File: config.mk
export PLATFORM = sky130hd
export DESIGN_NAME = rst_supervisor
export DESIGN_NICKNAME = d
export VERILOG_FILES = /design/src/rtl/rsup_pkg.sv /design/src/rtl/rsup_glitch_filter.sv /design/src/rtl/rsup_debounce.sv /design/src/rtl/rsup_hold_timer.sv /design/src/rtl/rst_supervisor.sv
export SDC_FILE = /design/constraint.sdc
export NUM_CORES = 1
export LEC_CHECK = 0
export BUFFER_PORTS_ARGS = -buffer_cell sky130_fd_sc_hd__clkbuf_2
export CORE_ASPECT_RATIO = 1.25
export CORE_MARGIN = 2
export CORE_UTILIZATION = 40
export DETAILED_ROUTE_END_ITERATION = 7
export PLACE_DENSITY = 0.63
export SLEW_MARGIN = 15
export SYNTH_ARGS = -nofsm -noshare
export SYNTH_HDL_FRONTEND = slang
export SYNTH_SLANG_ARGS = --single-unit
File: constraint.sdc
create_clock -name clk_i -period 2.2 [get_ports clk_i]
set_input_delay 0.44 -clock clk_i [delete_from_list [all_inputs] [get_ports clk_i]]
set_output_delay 0.44 -clock clk_i [all_outputs]
set_load 0.05 [all_outputs]
File: src/rtl/rsup_pkg.sv
`timescale 1ns/1ps
package rsup_pkg;

    // Converts a duration (amount / per_s seconds) at hz into clock cycles, at least one.
    function automatic int unsigned to_cycles(input longint unsigned hz,
                                              input longint unsigned amount,
                                              input longint unsigned per_s);
        longint unsigned c;
        c = (hz * amount) / per_s;
        if (c < 1) c = 1;
        return int'(c);
    endfunction

endpackage

File: src/rtl/rsup_glitch_filter.sv
`timescale 1ns/1ps
module rsup_glitch_filter #(
    parameter int unsigned LEN = 3
) (
    input  logic clk_i,
    input  logic por_n_i,
    input  logic ok_i,
    output logic fail_o
);
    localparam int unsigned CW = $clog2(LEN + 1);

    typedef struct packed {
        logic [CW-1:0] run;
        logic          fail;
    } flt_t;

    flt_t s_d, s_q;

    always_comb begin
        s_d = s_q;
        if (ok_i) begin
            s_d.run  = '0;
            s_d.fail = 1'b0;
        end else begin
            if (s_q.run != CW'(LEN)) s_d.run = s_q.run + 1'b1;
            s_d.fail = (s_q.run >= CW'(LEN - 1));
        end
    end

    always_ff @(posedge clk_i or negedge por_n_i) begin
        if (!por_n_i) s_q <= '0;
        else          s_q <= s_d;
    end

    assign fail_o = s_q.fail;
endmodule

File: src/rtl/rsup_debounce.sv
`timescale 1ns/1ps
module rsup_debounce #(
    parameter int unsigned WIN = 4
) (
    input  logic clk_i,
    input  logic por_n_i,
    input  logic btn_n_i,
    output logic level_o,
    output logic pressed_o
);
    localparam int unsigned DW = $clog2(WIN + 1);

    typedef struct packed {
        logic          level;
        logic [DW-1:0] cnt;
    } deb_t;

    deb_t s_d, s_q;

    always_comb begin
        s_d = s_q;
        if (btn_n_i == s_q.level) begin
            s_d.cnt = '0;
        end else if (s_q.cnt == DW'(WIN - 1)) begin
            s_d.level = btn_n_i;
            s_d.cnt   = '0;
        end else begin
            s_d.cnt = s_q.cnt + 1'b1;
        end
    end

    always_ff @(posedge clk_i or negedge por_n_i) begin
        if (!por_n_i) s_q <= '{level: 1'b1, cnt: '0};
        else          s_q <= s_d;
    end

    assign level_o   = s_q.level;
    assign pressed_o = ~s_q.level;
endmodule

File: src/rtl/rsup_hold_timer.sv
`timescale 1ns/1ps
module rsup_hold_timer #(
    parameter int unsigned HOLD = 40,
    parameter int unsigned HW   = $clog2(HOLD + 1)
) (
    input  logic          clk_i,
    input  logic          por_n_i,
    input  logic          trig_i,
    output logic          rst_o,
    output logic [HW-1:0] cnt_o
);
    typedef struct packed {
        logic          rst;
        logic [HW-1:0] cnt;
    } hold_t;

    hold_t s_d, s_q;

    always_comb begin
        s_d = s_q;
        if (trig_i) begin
            s_d.rst = 1'b1;
            s_d.cnt = '0;
        end else if (s_q.rst) begin
            if (s_q.cnt == HW'(HOLD - 1)) s_d.rst = 1'b0;
            else                          s_d.cnt = s_q.cnt + 1'b1;
        end
    end

    always_ff @(posedge clk_i or negedge por_n_i) begin
        if (!por_n_i) s_q <= '{rst: 1'b1, cnt: '0};
        else          s_q <= s_d;
    end

    assign rst_o = s_q.rst;
    assign cnt_o = s_q.cnt;
endmodule

File: src/rtl/rst_supervisor.sv
`timescale 1ns/1ps
module rst_supervisor #(
    parameter int unsigned CLK_HZ  = 50_000_000,
    parameter int unsigned HOLD_US = 205_000,
    parameter int unsigned FILT_NS = 3_000,
    parameter int unsigned DEB_CYC = 50_000
) (
    input  logic clk_i,
    input  logic por_n_i,
    input  logic supply_ok_i,
    input  logic btn_n_i,
    output logic rst_o,
    output logic rst_n_o
);
    localparam int unsigned HOLD_CYC = rsup_pkg::to_cycles(CLK_HZ, HOLD_US, 1_000_000);
    localparam int unsigned FILT_CYC = rsup_pkg::to_cycles(CLK_HZ, FILT_NS, 1_000_000_000);
    localparam int unsigned DEB_WIN  = (DEB_CYC < 1) ? 1 : DEB_CYC;
    localparam int unsigned HOLD_W   = $clog2(HOLD_CYC + 1);

    logic              sup_fail;
    logic              btn_level;
    logic              btn_pressed;
    logic              hold_rst;
    logic [HOLD_W-1:0] hold_cnt;

    rsup_glitch_filter #(.LEN(FILT_CYC)) u_filt (
        .clk_i   (clk_i),
        .por_n_i (por_n_i),
        .ok_i    (supply_ok_i),
        .fail_o  (sup_fail)
    );

    rsup_debounce #(.WIN(DEB_WIN)) u_deb (
        .clk_i     (clk_i),
        .por_n_i   (por_n_i),
        .btn_n_i   (btn_n_i),
        .level_o   (btn_level),
        .pressed_o (btn_pressed)
    );

    rsup_hold_timer #(.HOLD(HOLD_CYC), .HW(HOLD_W)) u_hold (
        .clk_i   (clk_i),
        .por_n_i (por_n_i),
        .trig_i  (sup_fail | btn_pressed),
        .rst_o   (hold_rst),
        .cnt_o   (hold_cnt)
    );

    assign rst_o   = hold_rst;
    assign rst_n_o = ~hold_rst;
endmodule

==> impl_metrics.prom <==
# TYPE chip_impl_metric gauge
chip_impl_metric{name="initialDrtViolationCount",unit=""} 87
chip_impl_info{name="most_frequent_cell_after_synthesis",value="sky130_fd_sc_hd__dfrtp_1"} 1
chip_impl_metric{name="viasPerCell",unit=""} 5.38
chip_impl_metric{name="synthDistinctLibCells",unit=""} 45
chip_impl_info{name="grt_setup_unrepaired",value="false"} 1
chip_impl_metric{name="cts_made_buffers",unit=""} 5
chip_impl_metric{name="min_period_over_period",unit="%"} 89.7
chip_impl_metric{name="synth_area_per_cell",unit="um2"} 9.67
chip_impl_metric{name="timing.fmax",unit="GHz"} 0.507
chip_impl_metric{name="grt_max_degree",unit=""} 52
chip_impl_info{name="path_cells",value="nand4_1, or4_4, or4_1, a21oi_1"} 1
chip_impl_metric{name="power_frac_seq",unit="%"} 57.3
chip_impl_metric{name="dieArea",unit="um2"} 7420
chip_impl_metric{name="floorplan.die.width",unit="um"} 77.5
chip_impl_metric{name="coreArea",unit="um2"} 6570
chip_impl_metric{name="peakVddDrop",unit="mV"} 0.313
chip_impl_metric{name="cts_max_path_buffers",unit=""} 2
chip_impl_metric{name="io_buffer_count",unit=""} 5
chip_impl_metric{name="slew_viol_final",unit=""} 0
chip_impl_metric{name="n_antenna_cell",unit=""} 0
chip_impl_info{name="yosys-top-cells-count",value="sky130_fd_sc_hd__dfrtp_1, sky130_fd_sc_hd__nor2_1, sky130_fd_sc_hd__nand2_1, sky130_fd_sc_hd__nand3_1, sky130_fd_sc_hd__xor2_1"} 1
chip_impl_metric{name="drt-pass1-iter-count",unit=""} 4
chip_impl_info{name="synthDominantAreaCellType",value="sky130_fd_sc_hd__dfrtp_1"} 1
chip_impl_metric{name="leakagePower",unit="nW"} 1.25
chip_impl_metric{name="number_of_flops_mapped_to_enable_cells_by_yosys",unit=""} 0
chip_impl_metric{name="finalHoldViolCount",unit=""} 0
chip_impl_metric{name="p_comb_share",unit="%"} 5.4
chip_impl_metric{name="h-tree-depth",unit=""} 2
chip_impl_metric{name="grt-ovfl-total",unit=""} 0
chip_impl_metric{name="boundaryPins",unit=""} 6
chip_impl_metric{name="numnets_final",unit=""} 295
chip_impl_metric{name="gp_congestion",unit=""} 0.889
chip_impl_metric{name="grt_use_met1",unit="%"} 18.5
chip_impl_metric{name="post-route-util",unit="%"} 44.6
chip_impl_info{name="worst-setup-path-type",value="reg -> reg"} 1
chip_impl_metric{name="fin_worst_skew",unit="ns"} 0.00514
chip_impl_metric{name="transition_time_at_the_pin_with_the_least_slew_margin",unit="ns"} 0.637
chip_impl_metric{name="final_cell_count_no_fill",unit=""} 372
chip_impl_metric{name="worst_ep_arrival",unit="ns"} 2.21
chip_impl_metric{name="yosys_register_bits",unit=""} 51
chip_impl_metric{name="yosysWarnings",unit=""} 0
chip_impl_metric{name="power_frac_clock",unit="%"} 37.3
chip_impl_metric{name="postRouteAntennaNets",unit=""} 0
chip_impl_metric{name="fraction_of_final_layout_cells_sized_beyond_drive_strength_1",unit="%"} 8.42
chip_impl_metric{name="synth.top_cell.area_share",unit="%"} 45.4
chip_impl_metric{name="p_per_area",unit="nW/um2"} 583
chip_impl_metric{name="cts_sinks",unit=""} 51
chip_impl_metric{name="setup_viol",unit=""} 0
chip_impl_info{name="timing.critical_path.to_type",value="register"} 1
chip_impl_metric{name="postSynth.asyncResetShare",unit="%"} 100
chip_impl_metric{name="power.switching_fraction",unit="%"} 22.6
chip_impl_metric{name="area_growth_syn_to_layout",unit="%"} 8.48
chip_impl_metric{name="postLayoutSetupSlackWorst",unit="ns"} 0.226
chip_impl_metric{name="vias",unit=""} 2002
chip_impl_metric{name="maxCapViolCount",unit=""} 0
chip_impl_metric{name="detail_route.wl_per_cell",unit="um"} 13.9
chip_impl_metric{name="insertion_delay",unit="ns"} 0.31
chip_impl_metric{name="synth_fp_nets",unit=""} 289
chip_impl_metric{name="dpl_worst_slack",unit="ns"} 0.263
chip_impl_metric{name="use_met3",unit="%"} 3.56
chip_impl_metric{name="initial_core_util",unit="%"} 41.1
chip_impl_metric{name="crit_path_max_fanout",unit=""} 7
chip_impl_info{name="post_synth_main_area_contributors",value="sky130_fd_sc_hd__dfrtp_1, sky130_fd_sc_hd__xor2_1, sky130_fd_sc_hd__nor2_1, sky130_fd_sc_hd__nand2_1, sky130_fd_sc_hd__nand4_1"} 1
chip_impl_metric{name="first_global_vias",unit=""} 1951
chip_impl_metric{name="postPlaceCellArea",unit="um2"} 2830
chip_impl_metric{name="stdcell_area",unit="um2"} 2930
chip_impl_metric{name="floorplan_die_height",unit="um"} 95.8
chip_impl_info{name="clock-root-buffer",value="sky130_fd_sc_hd__clkbuf_8"} 1
chip_impl_metric{name="worstPathRequired",unit="ns"} 2.44
chip_impl_metric{name="grt_use_met2",unit="%"} 27.0
chip_impl_info{name="timing.hold.worst.class",value="in -> async"} 1
chip_impl_metric{name="number_of_design_rule_violations_left_after_detail_routing",unit=""} 0
chip_impl_metric{name="critPathMaxStageDelay",unit="ns"} 0.57
chip_impl_info{name="timing.critical_path.from_type",value="register"} 1
chip_impl_metric{name="fin_setup_tns",unit="ns"} 0
chip_impl_info{name="outcome",value="finished, final reports clean"} 1
chip_impl_info{name="top_usage_layer",value="met2"} 1
chip_impl_metric{name="placed_cells",unit=""} 365
chip_impl_metric{name="n_fill_cell",unit=""} 629
chip_impl_info{name="crit_path_top_delay_cell",value="sky130_fd_sc_hd__or4_4"} 1
chip_impl_metric{name="cellInternalPower",unit="W"} 0.00132
chip_impl_metric{name="drt-total-wl",unit="um"} 5150
chip_impl_metric{name="postCtsSetupBuffers",unit=""} 0
chip_impl_metric{name="grt_antenna_before_repair",unit=""} 0
chip_impl_metric{name="timing.max_slew.rel_slack",unit="%"} 57.5
chip_impl_metric{name="post_synth_inst_count",unit=""} 279
chip_impl_metric{name="syn_area",unit="um2"} 2700
chip_impl_metric{name="synth_seq_area_share",unit="%"} 47.4
chip_impl_info{name="tritoncts",value="built"} 1
chip_impl_metric{name="clkTransAtPathRegs",unit="ns"} 0.09
chip_impl_metric{name="post-dp-hpwl",unit="um"} 3600
chip_impl_metric{name="globalRouteTotalUtil",unit="%"} 15.6
chip_impl_metric{name="grt_first_pass_wirelength",unit="um"} 9100
chip_impl_info{name="yosys_most_used_dff",value="sky130_fd_sc_hd__dfrtp_1"} 1
chip_impl_metric{name="p_sw",unit="W"} 0.000385
chip_impl_metric{name="post_cts_hold_buffer_count",unit=""} 0
chip_impl_metric{name="post-route-min-period",unit="ns"} 1.97
chip_impl_metric{name="rows",unit=""} 33
chip_impl_metric{name="post_cts_resized",unit=""} 0
==> flip-flops by register name, indices dropped and copies added, names as in the netlist <==
name           cells
u_deb.level_o      1
u_filt.s_q         8
u_hold.rst_o       1
u_filt.fail_o      1
u_hold.cnt_o      24
u_deb.s_q         16
==> cell families (layout without fill, tap and decap cells) <==
family                   count (synthesis)  in the layout  synth area share, %
AND/OR/NAND/NOR                        142            142                 28.6
adder cells (fa/ha/maj)                  6              6                 2.78
AO/OA/AOI/OAI                           29             29                 7.05
buffers and inverters                   15             21                 2.09
multiplexers                             9              9                 3.38
flip-flops                              51             51                 47.4
XOR/XNOR                                27             27                 8.76
==> layout by cell type, fill, tap and decap left out, drive strengths merged, types with 8 or more instances in the layout <==
master / n
nand3: 18
nand4: 15
clkbuf: 11
mux2i: 8
xnor2: 10
dfrtp: 49
nand2b: 9
nor2: 33
a21oi: 10
xor2: 17
nand2: 24
==> final timing paths <==
path / startpoint / end / slack, ns / cells past startpoint
max in group asynchronous: por_n_i / u_hold.cnt_o[16] / 1.54 / 2
worst min register to register: u_deb.s_q[0] / u_deb.s_q[0] / 0.48 / 1
worst min-delay path: por_n_i / u_hold.cnt_o[0] / 0.24 / 2
min in group clk_i: btn_n_i / u_deb.level_o / 0.40 / 2
worst max register to register: u_hold.cnt_o[3] / u_hold.cnt_o[21] / 0.23 / 4
worst max-delay path: u_hold.cnt_o[3] / u_hold.cnt_o[21] / 0.23 / 4
==> power groups by stage <==
stage	Combinational, W	Sequential [W]	Clock [W]
after detailed placement	0.0000964	0.000998	0
after CTS	0.0000971	0.000979	0.000664
after floorplan	0.0000601	0.000991	0
final	0.0000921	0.000978	0.000636
after global routing	0.000109	0.000983	0.000702
after global placement	0.0000951	0.000997	0
==> cell type report <==
type	count	area, um2	area share, %
clock buffer	6	72.6	2.48
clock inverter	1	30.0	1.03
inverter	5	18.8	0.641
multi-input combinational	213	1360	46.6
sequential	51	1280	43.7
tap	87	109	3.72
timing repair buffer	9	55.1	1.88
==> metal layers <==
metal / vias up / part of all wire, % / wire, um
met1: 942 / 46 / 2390
met2: 36 / 48 / 2480
met5: - / 0 / 0
li1: 1011 / - / -
met4: 0 / 2.8 / 146
met3: 13 / 2.8 / 143
==> worst max-delay path, delay by kind of cell (launching register included) <==
family | cells | cell delay [ns]
flops | 1 | 0.45
compound gates | 1 | 0.15
simple gates | 3 | 1.31
==> through the flow <==
step / total power (W) / hold WS (ns)
2_1_floorplan: 0.00105 / 0.144
3_3_place_gp: 0.00109 / 0.478
3_5_place_dp: 0.00109 / 0.477
4_1_cts: 0.00174 / 0.268
5_1_grt: 0.00179 / 0.286
6_report: 0.00171 / 0.235
Power figures use the tool's default switching activity.
